==> src/rtl/spa_pkg.sv <==
package spa_pkg;
  typedef struct packed {
    logic g;
    logic p;
  } span_t;

  function automatic span_t merge_span(input span_t hi, input span_t lo);
    span_t r;
    r.g = hi.g | (hi.p & lo.g);
    r.p = hi.p & lo.p;
    return r;
  endfunction
endpackage

==> src/rtl/spa_bit_terms.sv <==
module spa_bit_terms #(
  parameter int W = 16
) (
  input  logic [W-1:0] a_i,
  input  logic [W-1:0] b_i,
  output logic [W-1:0] gen_o,
  output logic [W-1:0] prop_o
);
  for (genvar i = 0; i < W; i++) begin : g_bit
    assign gen_o[i]  = a_i[i] & b_i[i];
    assign prop_o[i] = a_i[i] ^ b_i[i];
  end
endmodule

==> src/rtl/spa_prefix_cell.sv <==
module spa_prefix_cell
  import spa_pkg::*;
(
  input  logic hi_g,
  input  logic hi_p,
  input  logic lo_g,
  input  logic lo_p,
  output logic grp_g,
  output logic grp_p
);
  span_t r;
  always_comb r = merge_span('{g: hi_g, p: hi_p}, '{g: lo_g, p: lo_p});
  assign grp_g = r.g;
  assign grp_p = r.p;
endmodule

==> src/rtl/spa_carry_tree.sv <==
module spa_carry_tree #(
  parameter int W      = 16,
  parameter bit SPARSE = 1'b1
) (
  input  logic [W-2:0] gen_i,
  input  logic [W-2:0] prop_i,
  input  logic         cin_i,
  output logic [W-1:0] carry_o
);
  localparam int LVLS = $clog2(W);

  // Position j holds the span ending at bit j-1; position 0 is the carry-in.
  logic [LVLS:0][W-1:0] gl;
  logic [LVLS:0][W-1:0] pl;

  assign gl[0][0] = cin_i;
  assign pl[0][0] = 1'b0;
  assign gl[0][W-1:1] = gen_i;
  assign pl[0][W-1:1] = prop_i;

  for (genvar l = 0; l < LVLS; l++) begin : g_lvl
    localparam int D = 1 << l;
    for (genvar j = 0; j < W; j++) begin : g_pos
      if (j >= D && (!SPARSE || (j % 2) == 0)) begin : g_cell
        spa_prefix_cell u_cell (
          .hi_g (gl[l][j]),
          .hi_p (pl[l][j]),
          .lo_g (gl[l][j-D]),
          .lo_p (pl[l][j-D]),
          .grp_g(gl[l+1][j]),
          .grp_p(pl[l+1][j])
        );
      end else begin : g_pass
        assign gl[l+1][j] = gl[l][j];
        assign pl[l+1][j] = pl[l][j];
      end
    end
  end

  assign carry_o = gl[LVLS];

  logic unused_top_p;
  assign unused_top_p = ^pl[LVLS];
endmodule

==> src/rtl/spa_sum_stage.sv <==
module spa_sum_stage #(
  parameter int W      = 16,
  parameter bit SPARSE = 1'b1
) (
  input  logic [W-1:0] gen_i,
  input  logic [W-1:0] prop_i,
  input  logic [W-1:0] carry_i,
  output logic [W-1:0] sum_o,
  output logic         cout_o
);
  logic [W-1:0] cin_bit;

  for (genvar i = 0; i < W; i++) begin : g_sum
    if (!SPARSE || (i % 2) == 0) begin : g_tree
      assign cin_bit[i] = carry_i[i];
    end else begin : g_select
      logic c_if0, c_if1;
      assign c_if0 = gen_i[i-1];
      assign c_if1 = gen_i[i-1] | prop_i[i-1];
      logic s_if0, s_if1;
      assign s_if0 = prop_i[i] ^ c_if0;
      assign s_if1 = prop_i[i] ^ c_if1;
      assign cin_bit[i] = carry_i[i-1] ? c_if1 : c_if0;
      logic sel_sum;
      assign sel_sum = carry_i[i-1] ? s_if1 : s_if0;
    end
  end

  for (genvar i = 0; i < W; i++) begin : g_out
    if (!SPARSE || (i % 2) == 0) begin : g_plain
      assign sum_o[i] = prop_i[i] ^ cin_bit[i];
    end else begin : g_pick
      assign sum_o[i] = g_sum[i].g_select.sel_sum;
    end
  end

  assign cout_o = gen_i[W-1] | (prop_i[W-1] & cin_bit[W-1]);

  logic unused_skipped;
  if (SPARSE) begin : g_unused_sp
    logic [W/2-1:0] odd_c;
    for (genvar k = 0; k < W/2; k++) begin : g_odd
      assign odd_c[k] = carry_i[2*k+1];
    end
    assign unused_skipped = ^odd_c;
  end else begin : g_unused_full
    assign unused_skipped = 1'b0;
  end
endmodule

==> src/rtl/sprefix_adder.sv <==
module sprefix_adder #(
  parameter int W      = 16,
  parameter bit SPARSE = 1'b1
) (
  input  logic [W-1:0] a_i,
  input  logic [W-1:0] b_i,
  input  logic         cin_i,
  output logic [W-1:0] sum_o,
  output logic         cout_o
);
  logic [W-1:0] gen_w;
  logic [W-1:0] prop_w;
  logic [W-1:0] carry_w;

  spa_bit_terms #(.W(W)) u_terms (
    .a_i   (a_i),
    .b_i   (b_i),
    .gen_o (gen_w),
    .prop_o(prop_w)
  );

  spa_carry_tree #(.W(W), .SPARSE(SPARSE)) u_tree (
    .gen_i  (gen_w[W-2:0]),
    .prop_i (prop_w[W-2:0]),
    .cin_i  (cin_i),
    .carry_o(carry_w)
  );

  spa_sum_stage #(.W(W), .SPARSE(SPARSE)) u_sum (
    .gen_i  (gen_w),
    .prop_i (prop_w),
    .carry_i(carry_w),
    .sum_o  (sum_o),
    .cout_o (cout_o)
  );
endmodule

==> config.mk <==
export PLATFORM = sky130hd
export DESIGN_NAME = sprefix_adder
export DESIGN_NICKNAME = d
export VERILOG_FILES = /design/src/rtl/spa_pkg.sv /design/src/rtl/spa_bit_terms.sv /design/src/rtl/spa_prefix_cell.sv /design/src/rtl/spa_carry_tree.sv /design/src/rtl/spa_sum_stage.sv /design/src/rtl/sprefix_adder.sv
export SDC_FILE = /design/constraint.sdc
export NUM_CORES = 1
export LEC_CHECK = 0
export BUFFER_PORTS_ARGS = -buffer_cell sky130_fd_sc_hd__buf_2
export CAP_MARGIN = 40
export CORE_AREA = 2 2 52 54
export DETAILED_ROUTE_END_ITERATION = 10
export DIE_AREA = 0 0 54 56
export PLACE_DENSITY = 0.81
export SLEW_MARGIN = 10
export SYNTH_ARGS = -nofsm -noshare
export SYNTH_HDL_FRONTEND = slang
export SYNTH_SLANG_ARGS = --single-unit
==> constraint.sdc <==
create_clock -name vclk -period 4.8
set_input_delay 0.72 -clock vclk [all_inputs]
set_output_delay 0.72 -clock vclk [all_outputs]
set_load 0.1 [all_outputs]
# Word-level counts from Yosys, hierarchy flattened
# Index checks and enable logic that the tools add are counted.
classes:
  mux: 9
  bitwise_logic: 131
op_table:
  columns: ["cell", "count"]
  rows:
  - ["$and A1 B1 Y1", 58]
  - ["$xor A1 B1 Y1", 40]
  - ["$or A1 B1 Y1", 33]
  - ["$mux W1", 9]
word_totals:
  regBits: 0
  word_cells: 140
  output_inout_bits: 17
  in_bits: 33

# Depth between registers and ports, before layout
depth:
  depth_word: 11
  ltp_mapped: 11
  depth_no_buf: 10

# Cells and area by module
# From an unflattened synthesis, not the netlist that was laid out.
unflattened:
  cells_unflattened: 114
  hier_area_um2: 963.4
by_module_without_submodules:
  columns: ["module", "n_inst", "cells_each", "area_each_um2", "seq_area_each_um2"]
  rows:
  - ["spa_prefix_cell", 24, 2, 15.0, 0.0]
  - ["spa_sum_stage", 1, 33, 279.0, 0.0]
  - ["spa_bit_terms", 1, 16, 200.2, 0.0]
  - ["spa_carry_tree", 1, 17, 123.9, 0.0]

# Worst setup path before layout
# OpenSTA, ideal clock, no wires.
synth_timing:
  path_kind: "input-to-output"
  from: "input a_i[2]"
  to: "output sum_o[12]"
  arrival_ps: 3241
  required_ps: 4080
  path_slack_ps: 839
  cell_stages: 7
  path_cell_list: "inv_1 ha_1 nand3_1 o21ai_4 a21o_4 a31oi_1 xnor2_1"
synth_via:
  elab_chain_cells: 8
synth_lines:
  columns: ["item", "line_no", "text"]
  rows:
  - ["start, declared", "sprefix_adder.sv:5", "input logic [W-1:0] a_i,"]
  - ["$and A1 B1 Y1 or $xor A1 B1 Y1 (tied branches)", "spa_bit_terms.sv:10, spa_bit_terms.sv:11", null]
  - ["$and A1 B1 Y1 (on tied branches)", "spa_pkg.sv:9, spa_pkg.sv:10", null]
  - ["$or A1 B1 Y1 (tied with other cells)", "spa_pkg.sv:9", "r.g = hi.g | (hi.p & lo.g);"]
  - ["$or A1 B1 Y1 or $and A1 B1 Y1 (tied branches)", "spa_pkg.sv:9", null]
  - ["$or A1 B1 Y1 (*)", "spa_pkg.sv:9", null]
  - ["$and A1 B1 Y1 (*)", "spa_pkg.sv:9", null]
  - ["$or A1 B1 Y1 (*)", "spa_pkg.sv:9", null]
  - ["$xor A1 B1 Y1 (*)", "spa_sum_stage.sv:31", "assign sum_o[i] = prop_i[i] ^ cin_bit[i];"]
  - ["end, declared", "sprefix_adder.sv:8", "output logic [W-1:0] sum_o,"]
# Every way passes the cells marked *; elsewhere a longest branch is shown, timed or not.

# Worst setup path after layout
layout_timing:
  from: "input a_i[2]"
  to: "output sum_o[15]"
layout_via:
  elab_chain_cells: 9
layout_lines:
  columns: ["item", "line_no", "text"]
  rows:
  - ["$and A1 B1 Y1", "spa_bit_terms.sv:10", "assign gen_o[i] = a_i[i] & b_i[i];"]
  - ["$and A1 B1 Y1", "spa_pkg.sv:9", null]
  - ["$or A1 B1 Y1", "spa_pkg.sv:9", null]
  - ["$and A1 B1 Y1", "spa_pkg.sv:9", null]
  - ["$or A1 B1 Y1", "spa_pkg.sv:9", null]
  - ["$or A1 B1 Y1 (*)", "spa_pkg.sv:9", null]
  - ["$and A1 B1 Y1 (*)", "spa_pkg.sv:9", null]
  - ["$or A1 B1 Y1 (*)", "spa_pkg.sv:9", null]
  - ["$mux W1 (*)", "spa_sum_stage.sv:25", "assign sel_sum = carry_i[i-1] ? s_if1 : s_if0;"]
# Marks and branches as above.

==> summary.txt <==
Worst path arrival time: 3.35 ns
Power consumption: 380 µW
GRT Util Overall: 9.86%
Max-Slew Margin vs Limit: 66.8%
Final setup violation count: 0
Via count: 863
Post-CTS Setup Inserts: 0
Fin. Hold Viols: 0
Peak Freq: 0.246 GHz
Routed wire length: 1660 µm
Multi-input logic area: 766 µm²
Initial antenna violation count: 0
Synth warn: 0
Avg WL per Cell: 8.94 µm
Num rows: 18
Mapped Area: 923 µm²
I/O Pins: 50
CP startpoint kind: input pin
Xor/xnor cell area share of the yosys netlist: 13.3%
Worst vdd ir: 0.194 mV
CP Capture Type: output pin
Setup TNS: 0 ns
Final Max Slew Viols: 0
Layout cells sized above 1: 38.5%
Number of vias per cell: 4.64
Critical path peak fanout: 6
Post-synthesis compound-gate area fraction: 22.2%
Data required, critical path: 4.08 ns
Die area: 3020 µm²
Post-synthesis sequential area ratio: 0%
Initial DRC Count: 2
Gpl congestion: 0.753
Hold buffers post-CTS: 0
Core Region: 2430 µm²
Dpl hpwl: 1560 µm
Mux cell area share after synthesis: 5.42%
Number of global-route vias before repair: 693
Sequential cell area: 0 µm²
Status: finished, final reports clean
GR Overflow Total: 0
MaxCap Viol Count: 0
Largest net degree at the start of global routing: 7
Die width: 54 µm
Global-route wire length before repair: 2510 µm
RSZ-0062 raised after global routing: false
Number of diodes: 0
Initial Util: 38.0%
Drt pass-1 iters: 2
Unique masters post-synth: 32
Power per Cell Area: 330 nW/µm²
DRT antenna net count: 0
Largest family of logic cells by synthesized area: adder cells
Crit Path Class: in2out
Syn Inst Count: 114
Layout area overhead: 24.7%
Post_cts resized: 0
Post-synthesis simple-gate area fraction: 8.67%
Layout Nets: 215
DR DRC count: 0
Pleak: 0.000674 µW
Filler cell count: 248
Post-synthesis average cell area: 8.10 µm²
Worst Hold Class: in2out
Seq_cells: 0
DIE HEIGHT: 56 µm
Final worst path period share: 84.7%
Number of clock buffers in the layout: 0
Actual slew at the worst max-slew pin: 0.501 ns
Final min period: 4.07 ns
Area share of fa/ha/maj cells after synthesis: 33.3%
Post-Syn Nets: 171
Port Buf Inserts: 50
report_power, final:
part	total (µW)	switching, µW	internal, µW
clock network	0	0	0
registers	0	0	0
logic	380	300	79.4
worst paths after layout:
check                        to  startpoint  cells past startpoint
worst max-delay path  sum_o[15]      a_i[2]                     12
worst min-delay path   sum_o[0]       cin_i                      3
metrics by stage:
step	hold WS (ns)	cells	setup WS [ns]	util, %	cell area, µm²
global route	1.93	186	0.610	47.3	1150
global placement	1.90	186	0.739	47.3	1150
detailed placement	1.90	186	0.708	47.3	1150
floorplan	1.83	114	0.839	-	923
CTS	1.90	186	0.706	47.3	1150
finish	1.90	186	0.733	47.3	1150
cells by family (layout without fill, tap and decap cells):
| group | after synthesis | after routing |
|---|---|---|
| fa+ha+maj | 24 | 24 |
| buf+inv | 34 | 76 |
| compound gates | 23 | 23 |
| xor+xnor | 14 | 14 |
| mux | 5 | 5 |
| simple gates | 14 | 14 |
metal layers:
layer	GRT usage, %	share of wire [%]
met1	12.2	43
met2	19.0	47
met3	0	9.2
met4	0.714	0.96
met5	0	0
layout make-up:
type                            count  area share (%)
Multi-Input combinational cell     80            66.5
Tap cell                           30            3.26
Timing Repair Buffer               50            21.7
Inverter                           26            8.48
cells in the final DEF, fill, tap and decap left out, types with 2 or more instances in the layout:
| cell type | instances |
|---|---|
| buf_2 | 50 |
| inv_1 | 26 |
| ha_1 | 23 |
| xnor2_1 | 11 |
| mux2i_1 | 5 |
| nand2_1 | 4 |
| o21ai_0 | 4 |
| a21oi_2 | 3 |
| xor2_1 | 3 |
| a21oi_1 | 2 |
| a21o_1 | 2 |
| nor2b_1 | 2 |
| and4_1 | 2 |
synthesized netlist by cell type:
cell / instances / area share, %
a21boi_2: 1 / 1.2
xnor2_1: 11 / 10
ha_1: 23 / 31
mux2i_1: 5 / 5.4
nor2_1: 1 / 0.41
a221o_1: 1 / 1.1
a21o_4: 1 / 1.6
and2_2: 1 / 0.81
o21ai_0: 4 / 2.2
a21oi_2: 3 / 2.8
nand2_1: 4 / 1.6
nor2b_1: 2 / 1.4
inv_1: 26 / 11
a211o_1: 1 / 0.95
a21o_2: 1 / 0.95
xor2_1: 3 / 2.8
a41oi_1: 1 / 0.95
or2_2: 1 / 0.68
a21o_1: 2 / 1.6
fa_1: 1 / 2.2
o21ai_1: 1 / 0.54
nand4_1: 1 / 0.68
nand3_1: 1 / 0.54
o31a_1: 1 / 0.95
a21oi_1: 2 / 1.1
o21ai_4: 1 / 1.8
a31oi_1: 1 / 0.68
and4_1: 2 / 1.9
buf_4: 8 / 6.5
o2111ai_1: 1 / 0.95
a221oi_4: 1 / 2.8
nand2b_1: 1 / 0.68
critical path, cell delays in order:
cell and delay [ns]:
buf_2 0.09, inv_1 0.04, ha_1 0.32, a21o_1 0.20, a21oi_2 0.17, o21ai_4 0.11, a21o_4 0.25, a221oi_4 0.29
mux2i_1 0.25, fa_1 0.43, inv_1 0.05, buf_2 0.42
Note: power is estimated with default switching activity, not from simulation.
